<file path="src/rtl/rxd_wb_pkg.sv">
package rxd_wb_pkg;
  typedef enum logic [1:0] {
    MODE_LEGACY  = 2'd0,
    MODE_ONEBUF  = 2'd1,
    MODE_HSPLIT  = 2'd2,
    MODE_SPLIT_A = 2'd3
  } rxd_mode_e;

  localparam int HINFO_W  = 16;
  localparam int STAT_W   = 32;
  localparam int HLEN_FW  = 10;
  localparam int HLEN_LSB = 5;
  localparam int SPH_BIT  = 15;
  localparam int HBO_BIT  = 23;
  localparam int DONE_BIT = 0;
  localparam int EOP_BIT  = 1;

  function automatic logic is_split(rxd_mode_e m);
    return (m == MODE_HSPLIT) || (m == MODE_SPLIT_A);
  endfunction
endpackage

</file>
<file path="src/rtl/rxd_len_sel.sv">
module rxd_len_sel
  import rxd_wb_pkg::*;
#(
  parameter int CNT_W = 15,
  localparam int LEN_W = CNT_W + 1
) (
  input  rxd_mode_e          mode_i,
  input  logic [CNT_W-1:0]   hdr_cnt_i,
  input  logic [CNT_W-1:0]   pkt_cnt_i,
  input  logic               sph_i,
  input  logic               hbo_i,
  output logic [LEN_W-1:0]   len_o
);
  logic [LEN_W-1:0] sum_w;
  logic [LEN_W-1:0] pkt_w;
  logic             use_sum;

  assign sum_w = {1'b0, hdr_cnt_i} + {1'b0, pkt_cnt_i};
  assign pkt_w = {1'b0, pkt_cnt_i};

  // sum only in plain header split with matching flags
  always_comb begin
    use_sum = 1'b0;
    if (mode_i == MODE_HSPLIT) use_sum = (sph_i == hbo_i);
  end

  assign len_o = use_sum ? sum_w : pkt_w;
endmodule

</file>
<file path="src/rtl/rxd_hinfo_pack.sv">
module rxd_hinfo_pack
  import rxd_wb_pkg::*;
#(
  parameter int HLEN_IW = 16
) (
  input  rxd_mode_e            mode_i,
  input  logic [HLEN_IW-1:0]   hdr_len_i,
  input  logic                 sph_i,
  output logic [HINFO_W-1:0]   hinfo_o
);
  localparam int KEEP_W = (HLEN_IW < HLEN_FW) ? HLEN_IW : HLEN_FW;

  logic [HLEN_FW-1:0] fld;

  generate
    if (HLEN_IW >= HLEN_FW) begin : g_trunc
      assign fld = hdr_len_i[HLEN_FW-1:0];
    end else begin : g_pad
      assign fld = {{(HLEN_FW-KEEP_W){1'b0}}, hdr_len_i[KEEP_W-1:0]};
    end
  endgenerate

  always_comb begin
    hinfo_o = '0;
    if (is_split(mode_i)) begin
      hinfo_o[HLEN_LSB +: HLEN_FW] = fld;
      hinfo_o[SPH_BIT]             = sph_i;
    end
  end
endmodule

</file>
<file path="src/rtl/rxd_status_pack.sv">
module rxd_status_pack
  import rxd_wb_pkg::*;
(
  input  rxd_mode_e           mode_i,
  input  logic                hbo_i,
  input  logic                last_i,
  output logic [STAT_W-1:0]   stat_o
);
  always_comb begin
    stat_o           = '0;
    stat_o[DONE_BIT] = 1'b1;
    stat_o[EOP_BIT]  = last_i;
    stat_o[HBO_BIT]  = is_split(mode_i) & hbo_i;
  end
endmodule

</file>
<file path="src/rtl/rxd_wb_fmt.sv">
module rxd_wb_fmt
  import rxd_wb_pkg::*;
#(
  parameter int CNT_W   = 15,
  parameter int HLEN_IW = 16,
  localparam int LEN_W  = CNT_W + 1
) (
  input  logic                 clk_i,
  input  logic                 rst_ni,
  input  logic                 valid_i,
  input  logic [1:0]           mode_i,
  input  logic [CNT_W-1:0]     hdr_cnt_i,
  input  logic [CNT_W-1:0]     pkt_cnt_i,
  input  logic                 sph_i,
  input  logic                 hbo_i,
  input  logic [HLEN_IW-1:0]   hdr_len_i,
  input  logic                 last_i,
  output logic                 valid_o,
  output logic [LEN_W-1:0]     len_o,
  output logic [15:0]          hdr_info_o,
  output logic [31:0]          status_o
);
  rxd_mode_e          mode;
  logic [LEN_W-1:0]   len_d;
  logic [HINFO_W-1:0] hinfo_d;
  logic [STAT_W-1:0]  stat_d;

  assign mode = rxd_mode_e'(mode_i);

  rxd_len_sel #(.CNT_W(CNT_W)) u_len (
    .mode_i    (mode),
    .hdr_cnt_i (hdr_cnt_i),
    .pkt_cnt_i (pkt_cnt_i),
    .sph_i     (sph_i),
    .hbo_i     (hbo_i),
    .len_o     (len_d)
  );

  rxd_hinfo_pack #(.HLEN_IW(HLEN_IW)) u_hinfo (
    .mode_i    (mode),
    .hdr_len_i (hdr_len_i),
    .sph_i     (sph_i),
    .hinfo_o   (hinfo_d)
  );

  rxd_status_pack u_stat (
    .mode_i (mode),
    .hbo_i  (hbo_i),
    .last_i (last_i),
    .stat_o (stat_d)
  );

  always_ff @(posedge clk_i or negedge rst_ni) begin
    if (!rst_ni) begin
      valid_o    <= 1'b0;
      len_o      <= '0;
      hdr_info_o <= '0;
      status_o   <= '0;
    end else begin
      valid_o <= valid_i;
      if (valid_i) begin
        len_o      <= len_d;
        hdr_info_o <= hinfo_d;
        status_o   <= stat_d;
      end
    end
  end
endmodule

</file>
<file path="config.mk">
export PLATFORM = sky130hd
export DESIGN_NAME = rxd_wb_fmt
export DESIGN_NICKNAME = d
export VERILOG_FILES = /design/src/rtl/rxd_wb_pkg.sv /design/src/rtl/rxd_len_sel.sv /design/src/rtl/rxd_hinfo_pack.sv /design/src/rtl/rxd_status_pack.sv /design/src/rtl/rxd_wb_fmt.sv
export SDC_FILE = /design/constraint.sdc
export NUM_CORES = 1
export LEC_CHECK = 0
export ABC_AREA = 1
export BUFFER_PORTS_ARGS = -buffer_cell sky130_fd_sc_hd__buf_2
export CORE_MARGIN = 1.5
export CORE_UTILIZATION = 32
export CTS_CLUSTER_SIZE = 40
export DETAILED_ROUTE_END_ITERATION = 8
export PLACE_DENSITY = 0.69
export SYNTH_ARGS = -nofsm -noshare
export SYNTH_HDL_FRONTEND = slang
export SYNTH_SLANG_ARGS = --single-unit
</file>
<file path="constraint.sdc">
create_clock -name clk_i -period 2.5 [get_ports clk_i]
set_clock_uncertainty 0.15 [all_clocks]
set_input_delay 0 -clock clk_i [delete_from_list [all_inputs] [get_ports clk_i]]
set_output_delay 0 -clock clk_i [all_outputs]
set_load 0.1 [all_outputs]
</file>
==> results of run 1 <==
==> layout make-up <==
type | count | area share, %
timing repair buffer | 122 | 24.3
inverter | 42 | 4.72
clock buffer | 6 | 2.43
tap | 102 | 3.76
sequential | 31 | 22.9
clock inverter | 2 | 1.03
multi-input combinational | 280 | 40.9
==> registers in the layout (all words and copies together) (netlist names) <==
signal,flops
status_o,3
len_o,16
hdr_info_o,11
valid_o,1
==> kinds of logic (layout without fill, tap and decap cells) <==
logic type                 after synthesis  count (layout)
and+or+nand+nor                        192             192
AOI/OAI and AO/OA                       33              33
DFF                                     31              31
other                                    1              34
xor gates and xnor gates                 5               5
adders and majority gates               16              16
buffers and inverters                   85             172
==> metal layers <==
metal / up-vias / wire length, um
met5: - / 0
met4: 0 / 78
met3: 8 / 431
met2: 94 / 3090
met1: 1131 / 2940
li1: 1296 / -
==> power groups by stage <==
stage          Clock, uW  Sequential (uW)  Combinational [uW]
3_3_place_gp           0              579                 962
5_1_grt              549              579                1090
6_report             502              573                1020
3_5_place_dp           0              581                 969
4_1_cts              523              572                1020
2_1_floorplan          0              922                 509
==> repair_timing <==
action                                 4_1_cts  5_1_grt
hold buffers                                42        0
setup endpoints to repair                    0        0
buffers inserted                             0        0
gates resized for setup                      0        0
endpoints found under the hold margin       59        0
==> critical path, delay by kind of cell <==
kind / cells / cell delay [ns]
AOI/OAI and AO/OA: 1 / 0.15
and+or+nand+nor: 4 / 0.40
buffers and inverters: 5 / 1.54
==> through the flow <==
step                      worst slack, ns  std cells  total power [uW]
final                               0.468        585              2090
after global routing                0.298        585              2210
after CTS                           0.488        585              2110
after detailed placement            0.742        535              1550
after global placement              0.757        535              1540
after floorplan                      1.02        396              1430
==> cell usage after synthesis <==
| master | number | area, sq um |
|---|---|---|
| o21ai_2 | 2 | 17.5 |
| nand3_1 | 31 | 155 |
| nand2_2 | 2 | 12.5 |
| fa_1 | 1 | 20.0 |
| buf_1 | 1 | 3.75 |
| inv_1 | 39 | 146 |
| or2_2 | 1 | 6.26 |
| ha_1 | 15 | 188 |
| o21ai_1 | 5 | 25.0 |
| o211ai_1 | 1 | 7.51 |
| nor2_2 | 4 | 25.0 |
| buf_8 | 1 | 15.0 |
| inv_4 | 1 | 6.26 |
| inv_2 | 2 | 7.51 |
| dfrtp_1 | 31 | 776 |
| o31ai_1 | 1 | 7.51 |
| buf_6 | 1 | 11.3 |
| nand4_1 | 2 | 12.5 |
| buf_4 | 34 | 255 |
| nor2_1 | 16 | 60.1 |
| nand3_4 | 1 | 17.5 |
| a21oi_1 | 14 | 70.1 |
| or2_1 | 1 | 6.26 |
| o21a_1 | 5 | 37.5 |
| buf_2 | 4 | 20.0 |
| nand2_1 | 133 | 499 |
| clkbuf_1 | 2 | 7.51 |
| nor3_1 | 1 | 5.00 |
| conb_1 | 1 | 3.75 |
| xor2_1 | 5 | 43.8 |
| a21oi_2 | 5 | 43.8 |
==> worst paths after layout <==
kind                                              endpoint  slack [ns]  cells past startpoint
worst max-delay path                  len_o[0]$_DFFE_PN0P_        0.47                     10
worst min register to register       len_o[10]$_DFFE_PN0P_        0.33                      2
max in group asynchronous            len_o[15]$_DFFE_PN0P_        1.57                      2
worst max register to register        len_o[0]$_DFFE_PN0P_        1.13                      3
min in group asynchronous       hdr_info_o[15]$_DFFE_PN0P_        0.17                      2
worst min-delay path                  len_o[5]$_DFFE_PN0P_       0.005                      5
==> flow_summary.yaml, run 1 <==
outcome:
  outcome: "complete, no violations"
timing:
  rsz0062_at_grt: "false"
  min_period_ns: 2.03
  slew_viol_final: 0
  setup_viol: 0
  timing.setup.tns_ns: 0
  worst_slew_pin_slew_ns: 0.703
  max_slew_margin_pct: 53.2
  hold_viol: 0
  timing.fmax_mhz: 492
  period_share_pct: 81.3
  whs_ns: 0.00481
grt:
  overflow: 0
  use_met3_pct: 3.94
  use_met2_pct: 29.5
  top_usage_layer: "met2"
  antenna_found_initial: 0
  grt.total_usage_pct: 16.4
  grt_max_degree: 33
  grt_pass1_wl_um: 11100
  grt_pass1_vias: 2548
  use_met1_pct: 19.3
die:
  die-area_sq_um: 8390
  die_w_um: 91.6
  initial_core_util_pct: 32.9
  die_y_um: 91.6
  ioPinCount: 119
  core_area_sq_um: 7650
  num_rows: 32
route:
  vias_per_cell: 4.32
  num_vias: 2529
  drc_errors: 0
  wl_per_cell_um: 11.2
  drt_pass1_iterations: 4
  antenna_left: 0
  wl_um: 6540
  initialDrtViolationCount: 92
power:
  pwr-share-comb_pct: 48.7
  pwr_density_cell_nw_per_um2: 617
  intPower_uw: 1080
  seqPwrFrac_pct: 27.4
  p_switching_uw: 1020
  p_clk_share_pct: 24.0
  irDropWorstVdd_mv: 0.346
  p_leak_uw: 0.00191
  swShare_pct: 48.6
setup_path:
  cpMostUsedCell: "dlygate4sd3_1"
  startpoint: "sph_i"
  path_class: "in -> reg"
  cp_max_fo: 22
  crit_chain: "dlygate4sd3_1 -> buf_2 -> inv_1 -> nor2_1 -> nor2_2 -> nand3_4 -> inv_4 -> nand2_1 -> a21oi_2 -> dlygate4sd3_1"
  slowest_delay_ns: 0.56
  required_ns: 2.57
  r2r-start: "len_o[0]$_DFFE_PN0P_"
  crit_path_start_kind: "primary input"
  worstPathArrival_ns: 2.10
  critPathCaptureType: "register"
  cp_slowest_cell: "dlygate4sd3_1"
worst_hold_path:
  hp-class: "in -> reg"
  hold_start: "mode_i[0]"
finish:
  layout-drive-gt1-share_pct: 21.9
  fillers: 794
  diodes: 0
  regArea_sq_um: 776
  multi_input_area_sq_um: 1390
  most-common-layout-cells: "133 x nand2_1, 78 x buf_2, 42 x dlygate4sd3_1"
  final_util_pct: 44.4
  final_common_cell: "nand2_1"
  areaGrowthSynthToFinish_pct: 35.1
  design_area_sq_um: 3390
  finish.net_count: 552
clock_tree:
  ctsLongestPathBuffers: 2
  clkSinkCount: 31
  clkSlewWorstSetupHoldPaths_ns: 0.07
  root_buffer: "clkbuf_8"
  h-tree-depth: 2
  insertion_delay_ns: 0.28
  cts_tree: "done"
  cts_buffers: 5
synth:
  ys_ff_latch: 31
  synth_cell_types: 31
  syn_inst: 363
  synth_top_family_by_area: "simple AND/OR/NAND/NOR gates"
  synth-seq-area-share_pct: 30.9
  synth-xor-area-share_pct: 1.74
  synth_mux_area_share_pct: 0
  synthSimpleGateAreaFrac_pct: 31.8
  avgSynthCellArea_sq_um: 6.92
  synthAdderAreaFrac_pct: 8.27
  syn_area_sq_um: 2510
  yosysWarnings: 0
  synth_compound_area_share_pct: 8.32
placement:
  placed_area_sq_um: 2860
  dp.final_hpwl_um: 4710
  gp_congestion: 0.802
  io_buffers: 78
job:
  cap_violations: 0
Note: power is estimated with default switching activity, not from simulation.
==> run 2, diff against run 1 <==
--- a/config.mk
+++ b/config.mk
@@ -11,7 +11,7 @@
 export CORE_UTILIZATION = 32
 export CTS_CLUSTER_SIZE = 40
 export DETAILED_ROUTE_END_ITERATION = 8
-export PLACE_DENSITY = 0.69
+export PLACE_DENSITY = 0.71
 export SYNTH_ARGS = -nofsm -noshare
 export SYNTH_HDL_FRONTEND = slang
 export SYNTH_SLANG_ARGS = --single-unit
==> constraint.sdc (replaced) <==
create_clock -name clk_i -period 1.7 [get_ports clk_i]
set_clock_uncertainty 0.15 [all_clocks]
set_input_delay 0 -clock clk_i [delete_from_list [all_inputs] [get_ports clk_i]]
set_output_delay 0 -clock clk_i [all_outputs]
set_load 0.1 [all_outputs]
==> run 2 against run 1 <==
The flow now finishes with violations (hold timing). Hold slack got worse by 0.017 ns. Critical path type unchanged. Critical endpoint is now len_o[14]$_DFFE_PN0P_. Via count rose by 1.7%. Cell count rose by 0.17%. Critical path depth rose by 2. Sequential power rose by 47%.
==> flow_summary.yaml, run 2 (synthesis results as in run 1) <==
route:
  wl_um: 6970
  initialDrtViolationCount: 133
  drc_errors: 0
  drt_pass1_iterations: 4
  vias_per_cell: 4.39
  num_vias: 2571
  wl_per_cell_um: 11.9
  antenna_left: 0
job:
  cap_violations: 0
setup_path:
  cp_slowest_cell: "dlygate4sd3_1"
  endpoint: "len_o[14]$_DFFE_PN0P_"
  startpoint: "pkt_cnt_i[11]"
  cpMostUsedCell: "nand2_1"
  worstPathArrival_ns: 1.64
  path_class: "in -> reg"
  crit_path_start_kind: "primary input"
  required_ns: 1.71
  r2r_slack_ns: 0.79
  path_depth: 12
  r2r-start: "status_o[0]$_DFFE_PN0P_"
  slowest_delay_ns: 0.53
  critPathCaptureType: "register"
  r2r_end: "status_o[0]$_DFFE_PN0P_"
  crit_chain: "dlygate4sd3_1 -> buf_2 -> ha_4 -> nand2_2 -> nor2_4 -> inv_1 -> nor2_1 -> nand2_1 -> nand3_1 -> nand3_1 -> nand2_1 -> nand2_1"
  cpLargestDelayFamily: "buffers and inverters"
  critPathBufInv: 3
  reg2regPathDepth: 1
  cp_max_fo: 5
finish:
  largest_register_ffs: 16
  fin_cells: 586
  layout-drive-gt1-share_pct: 23.1
  finish.net_count: 553
  areaGrowthSynthToFinish_pct: 37.4
  most-common-layout-cells: "130 x nand2_1, 78 x buf_2, 43 x dlygate4sd3_1"
  final_common_cell: "nand2_1"
  reg_top3: "len_o: 16 flops, hdr_info_o: 11 flops, status_o: 3 flops"
  design_area_sq_um: 3450
  diodes: 0
  regMostFlops: "len_o"
timing:
  rsz0062_at_grt: "true"
  slew_viol_final: 0
  setup_viol: 0
  worst_slew_pin_slew_ns: 0.714
  whs_ns: -0.0121
  hold_viol: 1
  period_share_pct: 95.6
  timing.setup.tns_ns: 0
  timing.fmax_mhz: 616
  min_period_ns: 1.62
  max_slew_margin_pct: 52.4
power:
  pwr-share-comb_pct: 48.8
  finalPower_uw: 3140
  seqPwrFrac_pct: 26.8
  p_clk_share_pct: 24.4
  swShare_pct: 49.2
  p_leak_uw: 0.00192
  intPower_uw: 1590
  pwr_density_cell_nw_per_um2: 909
  irDropWorstVdd_mv: 0.461
  p_switching_uw: 1540
grt:
  grt_max_degree: 32
  overflow: 0
  antenna_found_initial: 0
  grt_pass1_vias: 2394
  grt.total_usage_pct: 16.7
  grt_pass1_wl_um: 11200
  top_usage_layer: "met2"
  use_met3_pct: 3.18
  use_met2_pct: 27.7
  use_met1_pct: 22.6
placement:
  io_buffers: 78
  dp.final_hpwl_um: 4810
  placed_area_sq_um: 2860
  gp_congestion: 0.864
  placedCellCount: 535
clock_tree:
  root_buffer: "clkbuf_8"
  clkSinkCount: 31
  cts_buffers: 5
  ctsLongestPathBuffers: 2
  cts_setup_buffers: 0
  insertion_delay_ns: 0.27
  cts_tree: "done"
  clkSlewWorstSetupHoldPaths_ns: 0.07
  h-tree-depth: 2
outcome:
  outcome: "complete, but fails checks"
  violations: "hold timing"
die:
  die-area_sq_um: 8390
  die_y_um: 91.6
  core_area_sq_um: 7650
  ioPinCount: 119
  die_w_um: 91.6
  num_rows: 32
  initial_core_util_pct: 32.9
worst_hold_path:
  hp-class: "in -> reg"
[run 2: final cells by class]
| type | count | area, sq um |
|---|---|---|
| Clock buffer | 6 | 82.6 |
| Tap cell | 102 | 128 |
| Clock inverter | 2 | 35.0 |
| Timing Repair Buffer | 123 | 840 |
| Inverter | 42 | 163 |
| Fill cell | 778 | 4200 |
| Sequential cell | 31 | 776 |
| Multi-Input combinational cell | 280 | 1430 |
[run 2: power groups by stage]
stage	Clock (uW)	Combinational (uW)	Sequential (uW)
after detailed placement	0	1430	853
after CTS	790	1500	840
after floorplan	0	748	1360
after global placement	0	1420	852
after global routing	827	1620	849
final	763	1530	842
[run 2: how the worst min path moves through the flow]
| stage | depth (start not counted) | from | to | slack (ns) |
|---|---|---|---|---|
| 2_1_floorplan | 0 | rst_ni | hdr_info_o[10]$_DFFE_PN0P_ | -0.45 |
| 3_3_place_gp | 1 | rst_ni | hdr_info_o[12]$_DFFE_PN0P_ | -0.07 |
| 3_5_place_dp | 1 | rst_ni | hdr_info_o[12]$_DFFE_PN0P_ | -0.05 |
| 4_1_cts | 3 | pkt_cnt_i[0] | len_o[0]$_DFFE_PN0P_ | -0.13 |
| 5_1_grt | 4 | hdr_cnt_i[0] | len_o[0]$_DFFE_PN0P_ | 0.006 |
| 6_report | 4 | hdr_cnt_i[0] | len_o[0]$_DFFE_PN0P_ | -0.01 |
[run 2: per-stage QoR]
step           setup slack, ns  hold slack [ns]  utilization (%)
2_1_floorplan            0.223           -0.446                -
3_3_place_gp           0.00363          -0.0651             37.4
3_5_place_dp           -0.0507          -0.0546             37.4
4_1_cts                 0.0122           -0.133             44.4
5_1_grt                -0.0564          0.00593             45.1
6_report                0.0754          -0.0121             45.1
[run 2: routing by layer]
metal  routed length (um)  vias to the layer above
met5                    0                        -
met4                    8                        0
met3                  513                        2
met2                 3260                      102
met1                 3180                     1161
li1                     -                     1306
[run 2: what timing repair did]
item	4_1_cts	5_1_grt
hold buffers	42	1
endpoints found under the hold margin	60	1
setup endpoints to repair	0	10
gates resized for setup	0	10
==> run 3, diff against run 2 <==
--- a/config.mk
+++ b/config.mk
@@ -5,13 +5,12 @@
 export SDC_FILE = /design/constraint.sdc
 export NUM_CORES = 1
 export LEC_CHECK = 0
-export ABC_AREA = 1
 export BUFFER_PORTS_ARGS = -buffer_cell sky130_fd_sc_hd__buf_2
 export CORE_MARGIN = 1.5
 export CORE_UTILIZATION = 32
 export CTS_CLUSTER_SIZE = 40
 export DETAILED_ROUTE_END_ITERATION = 8
-export PLACE_DENSITY = 0.71
+export PLACE_DENSITY = 0.72
 export SYNTH_ARGS = -nofsm -noshare
 export SYNTH_HDL_FRONTEND = slang
 export SYNTH_SLANG_ARGS = --single-unit
==> run 3 against run 2 <==
The flow now finishes without violations. Design area is 6.4% lower. Synthesized area decreased by 7.6%. First-iteration DRC count is 46% lower. Critical path type unchanged. Critical endpoint unchanged. Largest power group unchanged.
==> flow_summary.yaml, run 3 <==
route:
  drt_pass1_iterations: 4
  num_vias: 2200
  initialDrtViolationCount: 72
  wl_um: 6020
  vias_per_cell: 4.55
  wl_per_cell_um: 12.5
  drc_errors: 0
  antenna_left: 0
clock_tree:
  root_buffer: "clkbuf_8"
  h-tree-depth: 2
  cts_buffers: 5
  clkSlewWorstSetupHoldPaths_ns: 0.07
  insertion_delay_ns: 0.27
  ctsLongestPathBuffers: 2
  clkSinkCount: 31
  cts_tree: "done"
synth:
  synth.most_common_cell: "buf_4"
  syn_area_sq_um: 2320
  ys_ff_latch: 31
  avgSynthCellArea_sq_um: 8.83
  yosys_most_used_dff: "dfrtp_1"
  synth_enable_flop_cells: 0
  synth-seq-area-share_pct: 33.4
  async_flop_share_pct: 100
  synth_cell_types: 52
  yosysWarnings: 0
  syn_inst: 263
  synth_commonest_cells: "36 x buf_4, 31 x dfrtp_1, 19 x nand2_1, 19 x o21ai_0"
  yosys.area.top_type: "dfrtp_1"
  netlist.area_leader.share_pct: 33.4
  synthTopCellsByArea: "dfrtp_1 33%, buf_4 12%, ha_1 8.1%"
grt:
  grt_pass1_vias: 2095
  use_met3_pct: 3.02
  overflow: 0
  grt.total_usage_pct: 15.6
  grt_pass1_wl_um: 9530
  antenna_found_initial: 0
  use_met1_pct: 18.8
  use_met2_pct: 27.9
  top_usage_layer: "met2"
  grt_max_degree: 38
setup_path:
  cpMostUsedCell: "buf_6"
  path_class: "in -> reg"
  r2r-start: "len_o[12]$_DFFE_PN0P_"
  reg2regPathDepth: 5
  r2r_end: "len_o[12]$_DFFE_PN0P_"
  slowest_delay_ns: 0.37
  cp_slowest_cell: "fa_2"
  r2r_slack_ns: 0.09
  crit_path_start_kind: "primary input"
  required_ns: 1.68
  startpoint: "pkt_cnt_i[0]"
  critPathCaptureType: "register"
  critPathBufInv: 2
  crit_chain: "buf_6 -> ha_4 -> fa_2 -> a211oi_2 -> o21bai_1 -> a21oi_2 -> buf_6 -> o21ai_2 -> xnor2_1 -> o221ai_1"
  cpLargestDelayFamily: "compound AO/OA/AOI/OAI gates"
  worstPathArrival_ns: 1.65
  cp_max_fo: 4
worst_hold_path:
  hold_start: "pkt_cnt_i[13]"
  whs_endpoint: "len_o[13]$_DFFE_PN0P_"
  hp-class: "in -> reg"
  hold_path_depth: 4
job:
  cap_violations: 0
finish:
  reg_top3: "len_o: 16 flops, hdr_info_o: 11 flops, status_o: 3 flops"
  diodes: 0
  largest_register_ffs: 16
  fillers: 680
  regMostFlops: "len_o"
  layout-drive-gt1-share_pct: 33.3
  multi_input_area_sq_um: 1320
  most-common-layout-cells: "76 x buf_2, 34 x conb_1, 30 x dfrtp_1"
  finish.net_count: 457
  areaGrowthSynthToFinish_pct: 39.2
  fin_cells: 483
  regArea_sq_um: 777
  final_common_cell: "buf_2"
power:
  p_leak_uw: 0.00159
  irDropWorstVdd_mv: 0.330
  pwr_density_cell_nw_per_um2: 930
timing:
  rsz0062_at_grt: "true"
  min_period_ns: 1.67
  setup_viol: 0
  hold_viol: 0
  setup_ws_ns: 0.0308
  slew_viol_final: 0
  timing.fmax_mhz: 599
  period_share_pct: 98.2
placement:
  io_buffers: 78
  post-place-ws_ns: -0.356
  placedCellCount: 445
  gp_congestion: 0.847
  dp.final_hpwl_um: 4440
die:
  num_rows: 30
  die-area_sq_um: 7770
  core_area_sq_um: 6910
  die_w_um: 88.2
  initial_core_util_pct: 33.6
  ioPinCount: 119
  die_y_um: 88.2
outcome:
  outcome: "complete, no violations"
==> run 3: cell count changes after synthesis, moves of 7 or more <==
| cell | previous run | this run |
|---|---|---|
| nand2_1 | 133 | 19 |
| nand3_1 | 31 | 18 |
| o21ai_0 | 0 | 19 |
| xnor2_1 | 0 | 7 |
| nor2_1 | 16 | 9 |
| inv_1 | 39 | 18 |
| a31oi_1 | 0 | 8 |
==> run 3: metrics by stage <==
stage               setup TNS [ns]  power, uW  utilization, %  hold WS (ns)  cell area (sq um)
global route               -0.0632       3150            46.8        0.0426               3230
global placement             -1.38       2330            40.4        -0.190               2790
floorplan                        0       2140               -        -0.446               2460
detailed placement           -1.84       2350            40.4        -0.177               2790
CTS                              0       3000            45.9       0.00800               3170
finish                           0       3000            46.8        0.0116               3230
==> run 3: routing by layer <==
metal | part of all wire, % | wire length, um
met1 | 42 | 2500
met2 | 52 | 3130
met3 | 5.6 | 336
met4 | 0.80 | 48
met5 | 0 | 0
==> run 3: power by group <==
group / internal, uW / total, uW / switching [uW]
Combinational: 369 / 1580 / 1210
Clock: 317 / 576 / 259
Sequential: 811 / 846 / 35.8
==> run 3: cell families after synthesis <==
group / Yosys count / synth area share, %
flops: 31 / 33.4
simple gates: 69 / 15.5
compound gates: 70 / 19.7
xor+xnor: 11 / 4.15
other cells: 1 / 0.162
fa+ha+maj: 16 / 8.95
buf+inv: 63 / 17.1
mux: 2 / 0.970
==> run 3: worst reg2reg max path: stages, from the launching register on <==
cell and delay (ns):
dfrtp_2 0.41, nor2b_1 0.13, a31oi_1 0.26, o211ai_1 0.19, a31oi_1 0.24, a221oi_2 0.10
==> run 3: layout make-up <==
class                   instances  share of cell area, %
clock buffers                   6                   2.56
clock inverters                 1                  0.155
inverters                      18                   2.09
multi-input cells             202                   40.7
flip-flops and latches         31                   24.1
repair buffers                129                   26.7
well taps                      96                   3.72
==> run 3: what timing repair did <==
action,CTS,global route
endpoints found under the hold margin,57,1
setup buffers,1,1
endpoints found under the setup margin,3,3
pin swaps,1,10
gates resized for setup,0,9
hold buffers,28,1
==> run 3: how the worst max path moves through the flow <==
stage	depth (start not counted)	endpoint	slack (ns)
2_1_floorplan	8	len_o[10]$_DFFE_PN0P_	0.01
3_3_place_gp	9	len_o[10]$_DFFE_PN0P_	-0.29
3_5_place_dp	9	len_o[10]$_DFFE_PN0P_	-0.36
4_1_cts	10	len_o[10]$_DFFE_PN0P_	0.02
5_1_grt	10	len_o[14]$_DFFE_PN0P_	-0.03
6_report	10	len_o[14]$_DFFE_PN0P_	0.03
